File: config.mk
export PLATFORM = sky130hd
export DESIGN_NAME = rtc_calendar
export DESIGN_NICKNAME = d
export VERILOG_FILES = /design/src/rtl/rtc_calendar.sv
export SDC_FILE = /design/constraint.sdc
export NUM_CORES = 1
export LEC_CHECK = 0
export CAP_MARGIN = 15
export CORE_ASPECT_RATIO = 1.4
export CORE_MARGIN = 1.5
export CORE_UTILIZATION = 45
export CTS_CLUSTER_DIAMETER = 80
export CTS_CLUSTER_SIZE = 10
export DETAILED_ROUTE_END_ITERATION = 8
export DONT_BUFFER_PORTS = 1
export HOLD_SLACK_MARGIN = 0.02
export PLACE_DENSITY_LB_ADDON = 0.15
export SLEW_MARGIN = 20
export SYNTH_ARGS = -nofsm -noshare
export SYNTH_HDL_FRONTEND = slang
export SYNTH_SLANG_ARGS = --single-unit
export TNS_END_PERCENT = 1
File: constraint.sdc
create_clock -name clk -period 3.2 [get_ports clk]
set_clock_uncertainty 0.1 [all_clocks]
set_input_delay 0.32 -clock clk [delete_from_list [all_inputs] [get_ports clk]]
set_output_delay 0.32 -clock clk [all_outputs]
set_load 0.01 [all_outputs]
File: src/rtl/rtc_calendar.sv
module rtc_calendar #(
  parameter int COMMIT_CYC = 2
) (
  input  logic        clk,
  input  logic        rst_n,
  input  logic        tick,
  input  logic        wr_en,
  input  logic        rd_en,
  input  logic [1:0]  addr,
  input  logic [31:0] wdata,
  output logic [31:0] rdata
);
  localparam int CW = $clog2(COMMIT_CYC + 1);

  logic [5:0] sec, mins;
  logic [4:0] hr, day;
  logic [3:0] mon;
  logic [5:0] yr;
  logic       leap;
  logic [31:0] t_pend, d_pend;
  logic [CW-1:0] t_cnt, d_cnt;
  logic [4:0] mlen;

  wire t_busy   = t_cnt != '0;
  wire d_busy   = d_cnt != '0;
  wire t_commit = t_cnt == CW'(1);
  wire d_commit = d_cnt == CW'(1);

  wire sec_wrap = sec == 6'd59;
  wire min_wrap = sec_wrap && mins == 6'd59;
  wire hr_wrap  = min_wrap && hr == 5'd23;
  wire day_wrap = hr_wrap && day >= mlen;
  wire mon_wrap = day_wrap && mon >= 4'd12;

  wire [31:0] time_word = {11'd0, hr, 2'd0, mins, 2'd0, sec};
  wire [31:0] date_word = {9'd0, leap, yr, 4'd0, mon, 3'd0, day};
  wire [31:0] ctrl_word = {22'd0, 1'b0, t_busy, d_busy, 7'd0};

  logic unused_bits;
  assign unused_bits = ^{t_pend[31:21], t_pend[15:14], t_pend[7:6],
                         d_pend[31:23], d_pend[15:12], d_pend[7:5]};

  always_comb begin
    case (mon)
      4'd4, 4'd6, 4'd9, 4'd11: mlen = 5'd30;
      4'd2:                    mlen = leap ? 5'd29 : 5'd28;
      default:                 mlen = 5'd31;
    endcase
  end

  always_ff @(posedge clk) begin
    if (!rst_n) begin
      t_cnt  <= '0;
      d_cnt  <= '0;
      t_pend <= '0;
      d_pend <= '0;
    end else begin
      if (wr_en && addr == 2'd1 && !t_busy) begin
        t_cnt  <= CW'(COMMIT_CYC);
        t_pend <= wdata;
      end else if (t_busy) begin
        t_cnt <= t_cnt - CW'(1);
      end
      if (wr_en && addr == 2'd2 && !d_busy) begin
        d_cnt  <= CW'(COMMIT_CYC);
        d_pend <= wdata;
      end else if (d_busy) begin
        d_cnt <= d_cnt - CW'(1);
      end
    end
  end

  always_ff @(posedge clk) begin
    if (!rst_n) begin
      sec  <= '0;
      mins <= '0;
      hr   <= '0;
    end else if (t_commit) begin
      sec  <= t_pend[5:0];
      mins <= t_pend[13:8];
      hr   <= t_pend[20:16];
    end else if (tick) begin
      sec <= sec_wrap ? 6'd0 : sec + 6'd1;
      if (sec_wrap) mins <= min_wrap ? 6'd0 : mins + 6'd1;
      if (min_wrap) hr   <= hr_wrap  ? 5'd0 : hr + 5'd1;
    end
  end

  always_ff @(posedge clk) begin
    if (!rst_n) begin
      day  <= 5'd1;
      mon  <= 4'd1;
      yr   <= '0;
      leap <= 1'b0;
    end else if (d_commit) begin
      day  <= d_pend[4:0];
      mon  <= d_pend[11:8];
      yr   <= d_pend[21:16];
      leap <= d_pend[22];
    end else if (tick && hr_wrap && !t_commit) begin
      day <= day_wrap ? 5'd1 : day + 5'd1;
      if (day_wrap) mon <= mon_wrap ? 4'd1 : mon + 4'd1;
      if (mon_wrap) yr  <= yr + 6'd1;
    end
  end

  always_ff @(posedge clk) begin
    if (!rst_n) rdata <= '0;
    else if (rd_en) begin
      case (addr)
        2'd0:    rdata <= ctrl_word;
        2'd1:    rdata <= time_word;
        2'd2:    rdata <= date_word;
        default: rdata <= '0;
      endcase
    end
  end
endmodule

==> out/qor.yml, run 1 <==
sta:
  period_needed_ps: 2960
  drv_slew: 0
  fmaxAchievable_ghz: 0.338
  relSlewSlack_pct: 40.3
  period_share_pct: 92.6
  rsz0062_at_grt: "false"
  worst_slack_ps: 237
  tightestPinTransition_ps: 893
  setup_viol: 0
  hold_viol: 0
  tns_ps: 0
synthesis:
  synth-async-reset-ratio_pct: 0
  synth_ff_type: "dfxtp_1"
  ys_seq_area_share_pct: 42.8
  synth_area_leaders: "dfxtp_1, nand2_1, a21oi_1, o21ai_0, nor2_1"
  synth_top_area_share_pct: 42.8
  synth-seq-cells: 90
  synthTopCellsByCount: "dfxtp_1, nand2_1, a21oi_1"
  syn_avg_cell_area_sq_um: 8.04
  ys_warn_count: 0
  synth_cells: 524
  synth_edf_count: 0
  syn_area_sq_um: 4210
  yosysTopAreaCell: "dfxtp_1"
  ys_types: 47
  yosysMostFrequentCell: "dfxtp_1"
worst_setup_path:
  start_kind: "register"
  reg2reg_slack_ps: 240
  critPathMaxFanout: 13
  endpoint_kind: "register"
  crit_type: "register to register"
  cp.required_ps: 3370
  critPathArrivalTime_ps: 3140
clocking:
  clock_sinks: 90
  postCtsSetupBuffers: 0
  cts-root-buf: "clkbuf_16"
  cts_buffers: 9
  path_clk_slew_ps: 60
  cts_tree: "done"
  ctsLongestPathBuffers: 2
  cts-htree-levels: 3
  clk_latency_ps: 350
detailed_routing:
  avgRoutedWirePerCell_microns: 17.9
  drt_iter0_markers: 252
  wl_microns: 11400
  remaining_drc_errors: 4
  routed_via_density: 5.86
  drtAntennaViolNets: 0
  first_pass_iters: 7
  routed-via-count: 3740
global_route:
  grt_pass1_wl_microns: 18000
  grt_pass1_vias: 3437
  grt_start_max_net_pins: 37
  grt_overflow_total: 0
  antenna_found_initial: 0
  grt.total_usage_pct: 23.5
cells_and_area:
  diodes: 0
  postLayoutCoreUtil_pct: 51.8
  drive_gt1_share_pct: 5.08
  fillCellCount: 919
  final_nets: 577
  final_area_sq_um: 4700
  area_growth_syn_to_layout_pct: 11.6
placed_design:
  place_area_sq_um: 4220
  place_ws_ps: 272
  placement.io_buffers: 0
  gp_congestion: 0.853
  dpl.hpwl_microns: 7920
power:
  ir_worst_vdd_uv: 277
  p_leak_nw: 1.68
  power.density_nw_per_um2: 508
die:
  rows: 41
  pin_count: 71
  core_region_area_sq_um: 9080
  start_util_pct: 46.4
  die_w_microns: 84.8
  dieHeight_microns: 118
  die-area_sq_um: 9960
status:
  failed_checks: "design-rule violations"
  run_status: "finished, violations left"
run:
  cap_violations: 0
worst_hold_path:
  hp-class: "input pin to register"
## worst paths after layout
check / start / end / cells after the start
worst min register to register: t_pend[16]$_SDFFE_PN0P_ / t_pend[16]$_SDFFE_PN0P_ / 2
worst max register to register: mon[0]$_SDFFE_PN1P_ / yr[0]$_SDFFE_PN0P_ / 11
worst min-delay path: wdata[12] / t_pend[12]$_SDFFE_PN0P_ / 2
worst max-delay path: mon[0]$_SDFFE_PN1P_ / yr[0]$_SDFFE_PN0P_ / 11
## registers in the layout, indices dropped and copies added (netlist names), 5 cells and up
register  flops
rdata        20
day           5
d_pend       16
t_pend       17
mins          6
sec           6
yr            6
hr            5
## placed cells by master (no fill, tap or decap), types with 2 or more instances in the layout
cell type / count
a211oi_1: 18
a21boi_0: 4
a21oi_1: 56
a22oi_1: 17
a311oi_1: 3
a31oi_1: 13
a32oi_1: 2
and2_1: 2
and3_1: 8
buf_4: 6
clkbuf_1: 2
clkbuf_16: 9
clkinv_2: 2
conb_1: 12
dfxtp_1: 90
dlygate4sd3_1: 20
ha_1: 11
inv_1: 6
mux2i_1: 4
nand2_1: 86
nand2b_1: 10
nand3_1: 19
nand3b_1: 3
nand4_1: 4
nor2_1: 38
nor2b_1: 6
nor3_1: 6
nor3b_1: 3
nor4_4: 2
o21ai_0: 35
o31ai_1: 6
or3_1: 7
or4_1: 3
xor2_1: 2
## power breakdown
| group | total, mW | switching, mW | leakage [nW] | internal (mW) |
|---|---|---|---|---|
| registers | 1.19 | 0.0344 | 0.731 | 1.15 |
| clock network | 1.06 | 0.435 | 0.142 | 0.620 |
| logic | 0.147 | 0.0887 | 0.805 | 0.0588 |
## cell families (layout without fill, tap and decap cells)
logic type               Yosys count  in the layout  share of synthesized area [%]
multiplexers                       4              4                          0.950
XOR/XNOR                           3              3                          0.624
adder cells (fa/ha/maj)           11             11                           3.27
buffers and inverters             52             48                           5.76
other                              1             12                         0.0890
flip-flops                        90             90                           42.8
AO/OA/AOI/OAI                    159            159                           22.9
AND/OR/NAND/NOR                  204            204                           23.7
## through the flow
step	total power [mW]	cells	hold slack [ps]
after CTS	2.40	637	21.2
after detailed placement	1.33	603	322
after global routing	2.46	638	22.8
final	2.39	638	19.7
after floorplan	1.32	535	332
after global placement	1.33	603	321
## critical path, stage by stage, from the launching register on
cell and delay [ps]:
dfxtp_1 470, inv_1 110, ha_1 230, o21ai_0 140, o21ai_0 90, o21ai_0 200
ha_1 150, nand2b_1 90, a21o_1 200, nand3_1 370, or4_1 590, a31oi_1 160
## cell type report
class	instances	area (sq um)	area share [%]
multi-input cells	393	2210	47.0
flip-flops and latches	90	1800	38.3
clock buffers	12	246	5.24
repair buffers	26	245	5.21
well taps	107	134	2.85
clock inverters	3	40.0	0.851
inverters	7	26.3	0.559
## timing repair
action / in CTS / in global routing
resized for setup: 0 / 0
hold endpoints to repair: 49 / 1
hold buffers: 19 / 1
## routing by layer
layer | up-vias | global-route usage, % | wire length, microns | share of wire, %
met5 | - | 0 | 0 | 0
met4 | 0 | 11.1 | 338 | 3.0
met3 | 26 | 4.42 | 479 | 4.2
met2 | 93 | 40.3 | 5820 | 51
met1 | 1771 | 28.0 | 4790 | 42
li1 | 1850 | - | - | -
No activity file was read; power rests on OpenSTA's default activity.
==> run 2: changes to the inputs <==
--- a/config.mk
+++ b/config.mk
@@ -14,8 +14,7 @@
 export DETAILED_ROUTE_END_ITERATION = 8
 export DONT_BUFFER_PORTS = 1
 export HOLD_SLACK_MARGIN = 0.02
-export PLACE_DENSITY_LB_ADDON = 0.15
-export SLEW_MARGIN = 20
+export PLACE_DENSITY = 0.67
 export SYNTH_ARGS = -nofsm -noshare
 export SYNTH_HDL_FRONTEND = slang
 export SYNTH_SLANG_ARGS = --single-unit
==> out/qor.yml, run 2 (synthesis gave the netlist of run 1 again) <==
die:
  pin_count: 71
  dieHeight_microns: 118
  start_util_pct: 46.4
  die-area_sq_um: 9960
  rows: 41
  die_w_microns: 84.8
  core_region_area_sq_um: 9080
worst_setup_path:
  start_kind: "register"
  critPathArrivalTime_ps: 3000
  critPathMaxFanout: 13
  endpoint_kind: "register"
  r2r-end: "yr[3]$_SDFFE_PN0P_"
  rr_startpoint: "mon[0]$_SDFFE_PN1P_"
  r2r_cells: 11
  cp.required_ps: 3360
  reg2reg_slack_ps: 360
  crit_type: "register to register"
worst_hold_path:
  hold_path_end: "yr[2]$_SDFFE_PN0P_"
  hp-class: "input pin to register"
  holdPathStages: 2
  min_from: "rst_n"
sta:
  worst_slack_ps: 357
  period_share_pct: 88.8
  tightestPinTransition_ps: 917
  relSlewSlack_pct: 38.9
  hold_viol: 0
  rsz0062_at_grt: "false"
  fmaxAchievable_ghz: 0.352
  drv_slew: 0
  hold_ws_ps: 27.0
  setup_viol: 0
  period_needed_ps: 2840
  tns_ps: 0
placed_design:
  place_ws_ps: 244
  place_area_sq_um: 4230
  dpl.hpwl_microns: 7860
  gp_congestion: 0.905
  placement.io_buffers: 0
detailed_routing:
  remaining_drc_errors: 7
  avgRoutedWirePerCell_microns: 17.4
  first_pass_iters: 8
  routed_via_density: 5.90
  drtAntennaViolNets: 0
  drt_iter0_markers: 293
  wl_microns: 11200
  routed-via-count: 3789
cells_and_area:
  diodes: 0
  area_growth_syn_to_layout_pct: 14.3
  fillCellCount: 868
  regMostFlops: "rdata"
  final_common_cell: "dfxtp_1"
  drive_gt1_share_pct: 5.79
  final_area_sq_um: 4820
  final_nets: 580
  top_regs: "rdata x20, t_pend x17, d_pend x16"
  final_cell_mix: "dfxtp_1, nand2_1, a21oi_1"
  largest_reg_flops: 20
clocking:
  cts-htree-levels: 3
  clk_latency_ps: 340
  clock_sinks: 90
  cts_tree: "done"
  cts_buffers: 9
  ctsLongestPathBuffers: 2
  path_clk_slew_ps: 60
  cts-root-buf: "clkbuf_16"
  postCtsSetupBuffers: 0
global_route:
  grt_pass1_wl_microns: 17700
  grt_overflow_total: 0
  antenna_found_initial: 0
  grt.total_usage_pct: 22.5
  grt_pass1_vias: 3586
  grt_start_max_net_pins: 33
power:
  power.density_nw_per_um2: 546
  power_mw: 2.63
  p_leak_nw: 1.73
  ir_worst_vdd_uv: 304
run:
  cap_violations: 0
status:
  run_status: "finished, violations left"
  failed_checks: "design-rule violations"
[run 2: cell types whose count changed in the layout (fill, tap and decap cells not counted), sizes merged]
cell	change
buf	+1
clkbuf	-1
dlygate4sd3	+2
bufinv	+3
clkinv	-1
[run 2: critical path: stages (launching register included)]
cell      delay (ps)
dfxtp_1          470
inv_1            120
ha_1             230
o21ai_0          150
o21ai_0          100
o21ai_0          180
ha_1             140
nand2b_1          90
a21o_1           210
nand3_2          240
or4_1            520
a31oi_1          200
[run 2: worst max path at each step]
stage	to	start	slack [ps]
floorplan	mon[3]$_SDFFE_PN0P_	mon[0]$_SDFFE_PN1P_	710
global placement	yr[3]$_SDFFE_PN0P_	mon[0]$_SDFFE_PN1P_	380
detailed placement	yr[3]$_SDFFE_PN0P_	mon[0]$_SDFFE_PN1P_	240
CTS	yr[3]$_SDFFE_PN0P_	mon[0]$_SDFFE_PN1P_	210
global route	yr[3]$_SDFFE_PN0P_	mon[0]$_SDFFE_PN1P_	50
finish	yr[3]$_SDFFE_PN0P_	mon[0]$_SDFFE_PN1P_	360
[run 2: timing repair]
item / in CTS / in global routing
hold buffers: 22 / 0
setup endpoints to repair: 0 / 2
endpoints found under the hold margin: 51 / 0
gates resized for setup: 0 / 1
[run 2: final cells by class]
cell class	instances	area [sq um]	share of cell area (%)
clock buffers	11	243	5.04
inverters	7	26.3	0.545
flip-flops and latches	90	1800	37.4
well taps	107	134	2.78
repair buffers	29	273	5.66
multi-input cells	393	2220	46.0
clock inverters	5	125	2.60
[run 2: power breakdown]
group          leakage [nW]  total (mW)  internal (mW)  switching, mW
clock                 0.180        1.29          0.862          0.431
combinational         0.819       0.151         0.0609         0.0897
sequential            0.731        1.19           1.15         0.0337
total                  1.73        2.63           2.08          0.554
[run 2: metrics by stage]
stage	util (%)	std cells
floorplan	-	535
global placement	46.5	604
detailed placement	46.5	604
CTS	53.0	642
global route	53.1	642
finish	53.1	642
[run 2: per-layer routing]
| metal | vias to the layer above | track usage, % | wire length (microns) |
|---|---|---|---|
| li1 | 1851 | - | - |
| met1 | 1786 | 26.1 | 4550 |
| met2 | 118 | 38.0 | 5600 |
| met3 | 34 | 6.24 | 663 |
| met4 | 0 | 10.7 | 342 |
| met5 | - | 0 | 0 |
==> run 3: changes to the inputs <==
--- a/config.mk
+++ b/config.mk
@@ -15,6 +15,7 @@
 export DONT_BUFFER_PORTS = 1
 export HOLD_SLACK_MARGIN = 0.02
 export PLACE_DENSITY = 0.67
+export SLEW_MARGIN = 20
 export SYNTH_ARGS = -nofsm -noshare
 export SYNTH_HDL_FRONTEND = slang
 export SYNTH_SLANG_ARGS = --single-unit
==> constraint.sdc (replaced) <==
create_clock -name clk -period 3.3 [get_ports clk]
set_clock_uncertainty 0.1 [all_clocks]
set_input_delay 0.33 -clock clk [delete_from_list [all_inputs] [get_ports clk]]
set_output_delay 0.33 -clock clk [all_outputs]
set_load 0.01 [all_outputs]
==> out/qor.yml, run 3 (synthesis gave the netlist of run 1 again) <==
power:
  p_leak_nw: 1.65
  ir_worst_vdd_uv: 302
  power.density_nw_per_um2: 484
sta:
  hold_viol: 0
  relSlewSlack_pct: 37.1
  setup_viol: 0
  drv_slew: 0
  period_needed_ps: 3000
  tightestPinTransition_ps: 943
  fmaxAchievable_ghz: 0.334
  rsz0062_at_grt: "false"
  period_share_pct: 90.8
  tns_ps: 0
  worst_slack_ps: 303
clocking:
  cts-root-buf: "clkbuf_16"
  cts-htree-levels: 3
  postCtsSetupBuffers: 0
  cts_buffers: 9
  cts_repair_resize_count: 0
  clock_sinks: 90
  cts_tree: "done"
  ctsLongestPathBuffers: 2
  clk_latency_ps: 350
  path_clk_slew_ps: 60
detailed_routing:
  routed_via_density: 6.03
  drt_iter0_markers: 284
  routed-via-count: 3826
  first_pass_iters: 8
  remaining_drc_errors: 5
  drtAntennaViolNets: 0
  wl_microns: 11200
  avgRoutedWirePerCell_microns: 17.7
placed_design:
  place_ws_ps: 364
  gp_congestion: 0.916
  dpl.hpwl_microns: 7940
  placement.io_buffers: 0
cells_and_area:
  area_growth_syn_to_layout_pct: 10.4
  fillCellCount: 888
  largest_reg_flops: 20
  regMostFlops: "rdata"
  diodes: 0
  top_regs: "rdata x20, t_pend x17, d_pend x16"
  final_cell_mix: "dfxtp_1, nand2_1, a21oi_1"
  final_nets: 573
  drive_gt1_share_pct: 5.12
  final_common_cell: "dfxtp_1"
status:
  failed_checks: "design-rule violations"
  run_status: "finished, violations left"
die:
  dieHeight_microns: 118
  die-area_sq_um: 9960
  rows: 41
  start_util_pct: 46.4
  pin_count: 71
  core_region_area_sq_um: 9080
  die_w_microns: 84.8
worst_setup_path:
  crit_type: "register to register"
  critPathMaxFanout: 13
  r2r_cells: 11
  critPathArrivalTime_ps: 3170
  r2r-end: "yr[0]$_SDFFE_PN0P_"
  cp.required_ps: 3470
  reg2reg_slack_ps: 300
  start_kind: "register"
  endpoint_kind: "register"
  rr_startpoint: "mon[0]$_SDFFE_PN1P_"
worst_hold_path:
  hold_path_end: "hr[3]$_SDFFE_PN0P_"
  hp-class: "input pin to register"
  holdPathStages: 2
  min_from: "rst_n"
global_route:
  grt_pass1_wl_microns: 18100
  grt_pass1_vias: 3602
  grt_start_max_net_pins: 36
  grt_overflow_total: 0
  grt.total_usage_pct: 23.0
  antenna_found_initial: 0
run:
  cap_violations: 0
==> run 3: power by group <==
group	internal [mW]	switching, mW
combinational	0.0540	0.0834
clock	0.547	0.414
sequential	1.12	0.0330
total	1.72	0.530
==> run 3: cell type report <==
class	count	area [sq um]	share of cell area, %
well taps	107	134	2.88
repair buffers	22	205	4.41
clock buffers	13	260	5.60
multi-input cells	393	2210	47.5
flip-flops and latches	90	1800	38.7
inverters	7	26.3	0.565
clock inverters	2	12.5	0.269
==> run 3: timing repair <==
| item | CTS | global route |
|---|---|---|
| endpoints found under the hold margin | 35 | 0 |
| endpoints found under the setup margin | 0 | 0 |
| hold buffers | 16 | 0 |
==> run 3: layer usage <==
| metal | vias to the layer above | global-route usage (%) | part of all wire (%) |
|---|---|---|---|
| li1 | 1853 | - | - |
| met4 | 0 | 11.8 | 2.8 |
| met2 | 137 | 39.4 | 51 |
| met1 | 1816 | 27.2 | 40 |
| met5 | - | 0 | 0 |
| met3 | 20 | 4.00 | 6.9 |
==> run 3: worst max-delay path by stage <==
stage	from	endpoint	slack, ps	cells past startpoint
final	mon[0]$_SDFFE_PN1P_	yr[0]$_SDFFE_PN0P_	300	11
after global routing	mon[0]$_SDFFE_PN1P_	yr[3]$_SDFFE_PN0P_	70	11
after CTS	mon[0]$_SDFFE_PN1P_	yr[0]$_SDFFE_PN0P_	360	11
after detailed placement	mon[0]$_SDFFE_PN1P_	yr[0]$_SDFFE_PN0P_	360	11
after global placement	mon[0]$_SDFFE_PN1P_	yr[3]$_SDFFE_PN0P_	520	11
after floorplan	mon[0]$_SDFFE_PN1P_	mon[3]$_SDFFE_PN0P_	810	12
==> run 3: worst max-delay path, stage by stage (launching register included) <==
cell	delay (ps)
dfxtp_1	470
inv_1	110
ha_1	230
o21ai_0	180
o21ai_0	110
o21ai_0	190
ha_1	140
nand2b_1	90
a21o_1	190
nand3_1	350
or4_1	580
a31oi_1	160
==> run 3: stage by stage <==
step           util [%]  instances  hold WS (ps)  total power, mW  instance area, sq um
2_1_floorplan         -        535           332             1.28                  4260
3_3_place_gp       46.5        603           331             1.29                  4220
3_5_place_dp       46.5        603           332             1.29                  4220
4_1_cts            51.2        634          20.1             2.26                  4650
5_1_grt            51.2        634          26.5             2.32                  4650
6_report           51.2        634          23.2             2.25                  4650
